`config.mk`:
```
export PLATFORM = sky130hd
export DESIGN_NAME = dfmn_adder
export DESIGN_NICKNAME = d
export VERILOG_FILES = /design/src/rtl/dfmn_pkg.sv /design/src/rtl/dfmn_lag4.sv /design/src/rtl/dfmn_cla.sv /design/src/rtl/dfmn_adder.sv
export SDC_FILE = /design/constraint.sdc
export NUM_CORES = 1
export LEC_CHECK = 0
export ABC_AREA = 0
export ABC_CLOCK_PERIOD_IN_PS = 12600
export CAP_MARGIN = 10
export CELL_PAD_IN_SITES_DETAIL_PLACEMENT = 1
export CELL_PAD_IN_SITES_GLOBAL_PLACEMENT = 1
export CORE_ASPECT_RATIO = 0.7
export CORE_MARGIN = 3
export CORE_UTILIZATION = 40
export DETAILED_ROUTE_END_ITERATION = 16
export DONT_BUFFER_PORTS = 1
export GPL_TIMING_DRIVEN = 0
export PLACE_DENSITY = 0.84
export RECOVER_POWER = 50
export SETUP_SLACK_MARGIN = 0.3
export SYNTH_ARGS = -nofsm -noshare
export SYNTH_HDL_FRONTEND = slang
export SYNTH_SLANG_ARGS = --single-unit
```
`constraint.sdc`:
```
create_clock -name vclk -period 12.6
set_clock_uncertainty 0.1 [all_clocks]
set_input_delay 3.15 -clock vclk [all_inputs]
set_output_delay 3.15 -clock vclk [all_outputs]
set_load 0.05 [all_outputs]
```
`src/rtl/dfmn_pkg.sv`:
```
package dfmn_pkg;
  typedef enum logic [1:0] {
    OP_GF   = 2'd0,
    OP_WIDE = 2'd1,
    OP_MOD  = 2'd2
  } op_e;

  function automatic op_e decode_op(input logic fsel, input logic modsel);
    if (!fsel)  return OP_GF;
    if (modsel) return OP_MOD;
    return OP_WIDE;
  endfunction
endpackage

```
`src/rtl/dfmn_lag4.sv`:
```
// 4-bit lookahead group: carries into each position plus group generate/propagate
module dfmn_lag4 (
  input  logic [3:0] g_i,
  input  logic [3:0] p_i,
  input  logic       c_i,
  output logic [3:0] c_o,
  output logic       g_o,
  output logic       p_o
);
  assign c_o[0] = c_i;
  assign c_o[1] = g_i[0] | (p_i[0] & c_i);
  assign c_o[2] = g_i[1] | (p_i[1] & g_i[0]) | (p_i[1] & p_i[0] & c_i);
  assign c_o[3] = g_i[2] | (p_i[2] & g_i[1]) | (p_i[2] & p_i[1] & g_i[0])
                | (p_i[2] & p_i[1] & p_i[0] & c_i);
  assign g_o = g_i[3] | (p_i[3] & g_i[2]) | (p_i[3] & p_i[2] & g_i[1])
             | (p_i[3] & p_i[2] & p_i[1] & g_i[0]);
  assign p_o = &p_i;
endmodule

```
`src/rtl/dfmn_cla.sv`:
```
// Three-level carry-lookahead adder with carry-kill gating (cen_i=0 -> XOR)
module dfmn_cla #(
  parameter int unsigned W = 16
) (
  input  logic [W-1:0] a_i,
  input  logic [W-1:0] b_i,
  input  logic         cin_i,
  input  logic         cen_i,
  output logic [W-1:0] sum_o,
  output logic         cout_o
);
  localparam int unsigned NG2 = (W + 15) / 16;
  localparam int unsigned NG1 = 4 * NG2;
  localparam int unsigned PW  = 4 * NG1;

  logic [PW-1:0]  g, p, c;
  logic [NG1-1:0] g1, p1, c1;
  logic [3:0]     g2, p2, c2;
  logic           g3, p3, cin_k;

  // carry kill: AND gates on generates and carry-in
  assign g[W-1:0] = a_i & b_i & {W{cen_i}};
  assign p[W-1:0] = a_i ^ b_i;
  assign cin_k    = cin_i & cen_i;

  generate
    if (PW > W) begin : g_pad
      assign g[PW-1:W] = '0;
      assign p[PW-1:W] = '1;
    end
    for (genvar i = 0; i < NG1; i++) begin : g_lvl1
      dfmn_lag4 u_lag (
        .g_i(g[4*i +: 4]), .p_i(p[4*i +: 4]), .c_i(c1[i]),
        .c_o(c[4*i +: 4]), .g_o(g1[i]), .p_o(p1[i])
      );
    end
    for (genvar j = 0; j < NG2; j++) begin : g_lvl2
      dfmn_lag4 u_lag (
        .g_i(g1[4*j +: 4]), .p_i(p1[4*j +: 4]), .c_i(c2[j]),
        .c_o(c1[4*j +: 4]), .g_o(g2[j]), .p_o(p2[j])
      );
    end
    if (NG2 < 4) begin : g_pad2
      assign g2[3:NG2] = '0;
      assign p2[3:NG2] = '1;
    end
  endgenerate

  dfmn_lag4 u_lvl3 (
    .g_i(g2), .p_i(p2), .c_i(cin_k), .c_o(c2), .g_o(g3), .p_o(p3)
  );

  assign sum_o  = p[W-1:0] ^ c[W-1:0];
  assign cout_o = g3 | (p3 & cin_k);
endmodule

```
`src/rtl/dfmn_adder.sv`:
```
module dfmn_adder
  import dfmn_pkg::*;
#(
  parameter int unsigned R_W = 16
) (
  input  logic             fsel_i,
  input  logic             sub_i,
  input  logic             mod_i,
  input  logic [2*R_W-1:0] a_i,
  input  logic [2*R_W-1:0] b_i,
  input  logic [R_W-1:0]   m_i,
  output logic [2*R_W-1:0] res_o
);
  localparam int unsigned DW = 2 * R_W;

  op_e            op;
  logic           inv;
  logic [R_W-1:0] a_lo, b_lo, lo_sum, hi_a, hi_b, hi_sum;
  logic           lo_co, hi_cin, hi_cen, hi_co;
  logic           keep_lo;

  assign op   = decode_op(fsel_i, mod_i);
  assign inv  = fsel_i & sub_i;
  assign a_lo = a_i[R_W-1:0];
  assign b_lo = b_i[R_W-1:0];

  // lower adder: a +/- b on the low half
  dfmn_cla #(.W(R_W)) u_lo (
    .a_i(a_lo), .b_i(b_lo ^ {R_W{inv}}), .cin_i(inv), .cen_i(1'b1),
    .sum_o(lo_sum), .cout_o(lo_co)
  );

  // upper adder operand steering per mode
  always_comb begin
    hi_a   = a_lo;
    hi_b   = b_lo;
    hi_cin = 1'b0;
    hi_cen = 1'b0;
    unique case (op)
      OP_WIDE: begin
        hi_a   = a_i[DW-1:R_W];
        hi_b   = b_i[DW-1:R_W] ^ {R_W{inv}};
        hi_cin = lo_co;
        hi_cen = 1'b1;
      end
      OP_MOD: begin
        hi_a   = lo_sum;
        hi_b   = sub_i ? m_i : ~m_i;   // add: s - m, sub: s + m
        hi_cin = ~sub_i;
        hi_cen = 1'b1;
      end
      default: ;
    endcase
  end

  dfmn_cla #(.W(R_W)) u_hi (
    .a_i(hi_a), .b_i(hi_b), .cin_i(hi_cin), .cen_i(hi_cen),
    .sum_o(hi_sum), .cout_o(hi_co)
  );

  // add: keep a+b only if it neither overflowed nor reached m
  // sub: keep a-b only if no borrow occurred
  assign keep_lo = sub_i ? lo_co : ~(lo_co | hi_co);

  always_comb begin
    unique case (op)
      OP_WIDE: res_o = {hi_sum, lo_sum};
      OP_MOD:  res_o = {{R_W{1'b0}}, keep_lo ? lo_sum : hi_sum};
      default: res_o = {{R_W{1'b0}}, hi_sum};
    endcase
  end
endmodule

```
**Word level (Yosys, flattened, before mapping)**

Index checks and enable logic that the tools add are counted.

- Flip-flop bits (word level): 0
- Bits in latches: 0
- Bits in writable memories: 0
- ROM bits: 0
- Input bits: 83
- Output and inout port bits: 32
- Logic and storage cells: 276
- Memories kept: 0

- Add/subtract/negate cells: 0
- Multiply operators: 0
- Divide/modulo/power cells: 0
- $lt $le $gt $ge: 0
- Equal/unequal tests: 2
- Shift operators: 0
- Mux-type cells: 14
- Bitwise operators: 249
- Reduce and logical (&&, ||, !) cells: 11

Operators with widths:

| cell | number |
|---|---|
| 1-bit AND | 144 |
| 16-bit bitwise XOR | 6 |
| 1-bit OR | 93 |
| 16-bit case mux with 2 select lines | 2 |
| 32-bit case mux with 2 select lines | 1 |
| 16-bit AND | 3 |
| 16-bit 2-to-1 mux | 2 |
| 16-bit AND reduction | 2 |
| 4-bit AND reduction | 8 |
| 16-bit inverter | 1 |
| 2-bit 2-to-1 mux | 4 |
| 1-bit 2-to-1 mux | 4 |
| 2-bit by 1-bit == test with 1-bit output (second input constant) | 1 |
| 2-bit == test (second input constant) | 1 |
| 1-bit inverter | 2 |
| 1-bit case mux with 2 select lines | 1 |
| 2-bit OR reduction | 1 |

**Logic depth before layout (Yosys ltp)**

- Depth in word-level cells: 31
- Mapped depth: 24

**By module**

From an unflattened synthesis, not the netlist that was laid out.

- Cells, all modules: 432
- Area total of the unflattened synthesis: 3189.3 sq um

Modules (own cells, without submodules):

| module | times used | cells each | area an instance (sq um) | seq. area each (sq um) |
|---|---|---|---|---|
| dfmn_adder | 1 | 206 | 1412.6 | 0.0 |
| dfmn_cla | 2 | 53 | 490.5 | 0.0 |
| dfmn_lag4 | 12 | 10 | 66.3 | 0.0 |

**Worst setup path before layout**

OpenSTA, ideal clock, no wires.

- Path type: input port to output port
- From: input fsel_i
- To: output res_o[11]
- Data arrival time: 8.796 ns
- Setup slack: 0.554 ns
- Stages on the path: 23
- Buffers on the path: 3
- Cells stage by stage: buf_1 nand2_1 clkbuf_1 xnor2_1 ha_1 o21a_1 o221ai_2 o211a_1 o21ai_0 a21oi_1 o21ba_2 fa_1 xor2_1 o21a_1 a21oi_1 ha_1 a21oi_1 o21ai_1 a21o_1 a2111oi_4 a32oi_4 buf_12 mux2i_1

- Cells in the longest elaborated chain, start to end: 30
- Elaborated cells between the ends (all ways): 206

RTL lines:

| what | line | text |
|---|---|---|
| start: declaration | dfmn_adder.sv:6 | `input logic fsel_i,` |
| 1-bit AND | dfmn_adder.sv:23 | `assign inv = fsel_i & sub_i;` |
| 16-bit bitwise XOR | dfmn_adder.sv:29 | `.a_i(a_lo), .b_i(b_lo ^ {R_W{inv}}), .cin_i(inv), .cen_i(1'b1),` |
| 16-bit bitwise XOR or 16-bit AND (tied branches) | dfmn_cla.sv:23, dfmn_cla.sv:22 |  |
| 1-bit AND, on equally long branches | dfmn_lag4.sv:15, dfmn_lag4.sv:16 |  |
| 1-bit OR, or another cell as far along | dfmn_lag4.sv:15 | `assign g_o = g_i[3] \| (p_i[3] & g_i[2]) \| (p_i[3] & p_i[2] & g_i[1])` |
| 1-bit OR or 1-bit AND (tied branches) | dfmn_lag4.sv:15, dfmn_lag4.sv:16 |  |
| 1-bit OR | dfmn_lag4.sv:16 | `\| (p_i[3] & p_i[2] & p_i[1] & g_i[0]);` |
| 1-bit AND, on equally long branches | dfmn_lag4.sv:13, dfmn_lag4.sv:12 |  |
| (+13 left out) | -- |  |
| 1-bit OR (2 in a row) | dfmn_lag4.sv:15 |  |
| 1-bit OR | dfmn_lag4.sv:16 |  |
| 1-bit OR | dfmn_cla.sv:54 | `assign cout_o = g3 \| (p3 & cin_k);` |
| 1-bit OR | dfmn_adder.sv:63 | `assign keep_lo = sub_i ? lo_co : ~(lo_co \| hi_co);` |
| 1-bit inverter | dfmn_adder.sv:63 |  |
| 1-bit 2-to-1 mux | dfmn_adder.sv:63 |  |
| 16-bit 2-to-1 mux | dfmn_adder.sv:68 | `OP_MOD: res_o = {{R_W{1'b0}}, keep_lo ? lo_sum : hi_sum};` |
| 32-bit case mux with 2 select lines * | dfmn_adder.sv:66 | `unique case (op)` |
| end: declaration | dfmn_adder.sv:12 | `output logic [2*R_W-1:0] res_o` |

Every way passes the cells marked *; elsewhere a longest branch is shown, timed or not.

**Worst setup path in the final report**

- From: input fsel_i
- To: output res_o[1]

The elaborated chain is that of the path after synthesis.

==> flow_metrics.py <==
metrics = {
    "route": {
        "avgRoutedWirePerCell_um": 23.3,
        "ant_nets": 0,
        "first_pass_iters": 4,
        "routed_wl_um": 10900,
        "vias_per_cell": 6.21,
        "drcViolationCount": 0,
        "drt_iter0_markers": 100,
        "route.vias.total": 2914,
    },
    "timing": {
        "final-setup-viol-count": 0,
        "relSlewSlack_pct": 36.6,
        "fin_crit_sh_pct": 96.1,
        "rsz0062_at_grt": "false",
        "tightest_slew_ps": 948,
        "slew_violations": 0,
        "hold_viol_final": 0,
        "whs_ps": 6740,
        "min_period_ps": 12110,
        "fmax_mhz": 82.6,
        "layout_setup_ws_ps": 491,
    },
    "synth": {
        "synth_top_area_share_pct": 15.9,
        "yosys.area.top_type": "ha_1",
        "synth_cells": 376,
        "syn_area_um2": 2830,
        "synthTopCellsByArea": "ha_1, xnor2_1, mux2_2, a21oi_1, xor2_1",
        "synth_cell_types": 61,
        "avgSynthCellArea_um2": 7.52,
        "yosys_warnings": 0,
        "synth_fp_nets": 498,
        "ys_seq_area_share_pct": 0,
    },
    "final_layout": {
        "nClkBuffers": 0,
        "layout-drive-gt1-share_pct": 13.0,
        "antenna_cells": 0,
        "fillers": 854,
        "design_area_um2": 3060,
        "multi_input_area_um2": 2780,
        "nets": 502,
        "final_cell_count_no_fill": 469,
        "flops_and_latches": 0,
        "regArea_um2": 0,
        "area_growth_pct": 8.14,
    },
    "worst_hold_path": {
        "hold_path.class": "in2out",
    },
    "place": {
        "io_buffers": 0,
        "placed_area_um2": 2940,
        "gp_congestion": 0.906,
        "preCtsSetupSlack_ps": -605,
        "dp_cells": 467,
        "dp_hpwl_um": 8970,
    },
    "setup_path": {
        "cp.arrival_ps": 8860,
        "cp-start-kind": "input port",
        "cpMaxStageDelayCell": "mux2_1",
        "critPathCaptureType": "output port",
        "worstPathMaxFanout": 10,
        "crit_buf_inv": 3,
        "cp_common_cell": "a21o_1",
        "slowest_delay_ps": 520,
        "cp_top_family": "compound AO/OA/AOI/OAI gates",
        "critical_path_class": "in2out",
        "required_ps": 9350,
        "crit_chain": "buf_2 -> nand2_2 -> buf_2 -> xnor2_1 -> ha_1 -> o21a_1 -> o221ai_2 -> o211a_1 -> fa_1 -> xor2_1 -> o21a_1 -> a21oi_1 -> ha_1 -> a21o_1 -> a21o_1 -> a21oi_1 -> o21ai_1 -> a21o_1 -> a2111oi_4 -> a32oi_4 -> buf_4 -> mux2_1",
    },
    "global_routing": {
        "antenna_found_initial": 0,
        "grt.overflow.total": 0,
        "grt_pass1_vias": 3092,
        "grt_usage_pct": 25.9,
        "grt_max_degree": 11,
        "grt_pass1_wl_um": 17000,
    },
    "floorplan": {
        "die_width_um": 107,
        "dieArea_um2": 8130,
        "coreArea_um2": 6550,
        "start_util_pct": 43.2,
        "die_h_um": 76.4,
        "num_rows": 24,
        "io-pin-count": 115,
    },
    "power_and_ir_drop": {
        "vdd_drop_max_mv": 0.0657,
        "power.total_mw": 0.380,
        "leakagePower_nw": 1.25,
        "p_per_area_nw_per_um2": 124,
    },
    "flow_run": {
        "max_cap_viol_count": 0,
    },
    "cts": {
        "cts_hold_buf": 0,
    },
    "status": {
        "outcome": "completed",
    },
}
-- layout make-up --
type	instances	area share (%)
multi-input combinational	343	91.0
tap	91	3.72
buffer	18	2.94
inverter	15	1.84
timing repair buffer	2	0.491
-- final timing paths --
check	start	slack (ps)	depth (start not counted)	endpoint
max	fsel_i	490	22	res_o[1]
min	a_i[0]	6740	2	res_o[0]
-- metrics by stage --
stage               util, %  TNS, ps
finish                 46.7        0
global route           46.7        0
CTS                    46.6        0
detailed placement     45.0    -4570
global placement       45.0    -2940
floorplan                 -        0
-- layout by cell type (no fill, tap or decap), types with 5 or more instances in the layout --
cell,Yosys,final
nand3_1,5,5
a21o_1,10,10
nand2_1,24,23
ha_1,36,36
nand4_1,5,5
mux2i_4,0,8
a21oi_1,46,46
nor2_1,40,39
clkbuf_1,9,9
o21a_1,8,8
buf_1,7,5
xnor2_1,39,39
o21ai_0,11,10
mux2i_1,14,6
mux2_2,22,20
inv_1,14,14
xor2_1,18,18
and2_0,0,7
-- Yosys cell counts, drive strengths merged, types with 2 or more instances --
cell    instances
ha             36
and2            9
a21oi          46
mux2           24
inv            15
nor2           40
mux2i          14
a211o           2
and4            2
nor2b           2
buf             9
nand2          24
o221ai          3
nand4           5
nand3           6
xor2           18
a211oi          2
nand2b          2
and3            4
clkbuf          9
fa              3
a221oi          2
a32oi           2
xnor2          39
o211ai          4
o21ai          12
or2             2
or3             2
o21a            8
a21o           10
-- kinds of logic after synthesis --
group,Yosys count,share of synthesized area [%]
xor gates and xnor gates,57,17.6
muxes,38,14.8
AOI/OAI and AO/OA,107,27.0
buffers and inverters,33,5.09
and+or+nand+nor,102,17.4
adders and majority gates,39,18.0
-- power by group --
| group | leakage [nW] | internal (mW) | switching (mW) | total [mW] |
|---|---|---|---|---|
| sequential | 0 | 0 | 0 | 0 |
| combinational | 1.25 | 0.120 | 0.260 | 0.380 |
| clock | 0 | 0 | 0 | 0 |
| total | 1.25 | 0.120 | 0.260 | 0.380 |
-- per-layer routing --
metal / GRT usage, % / part of all wire (%)
met1: 36.8 / 43
met2: 40.1 / 44
met3: 6.18 / 13
met4: 4.34 / 0.56
met5: 0 / 0
-- repair_timing --
item                                    CTS  global route
endpoints found under the setup margin   22            20
buffers inserted                          0             2
pin swaps                                 0             1
resized for setup                        19             4
(Power assumes the default switching activity.)
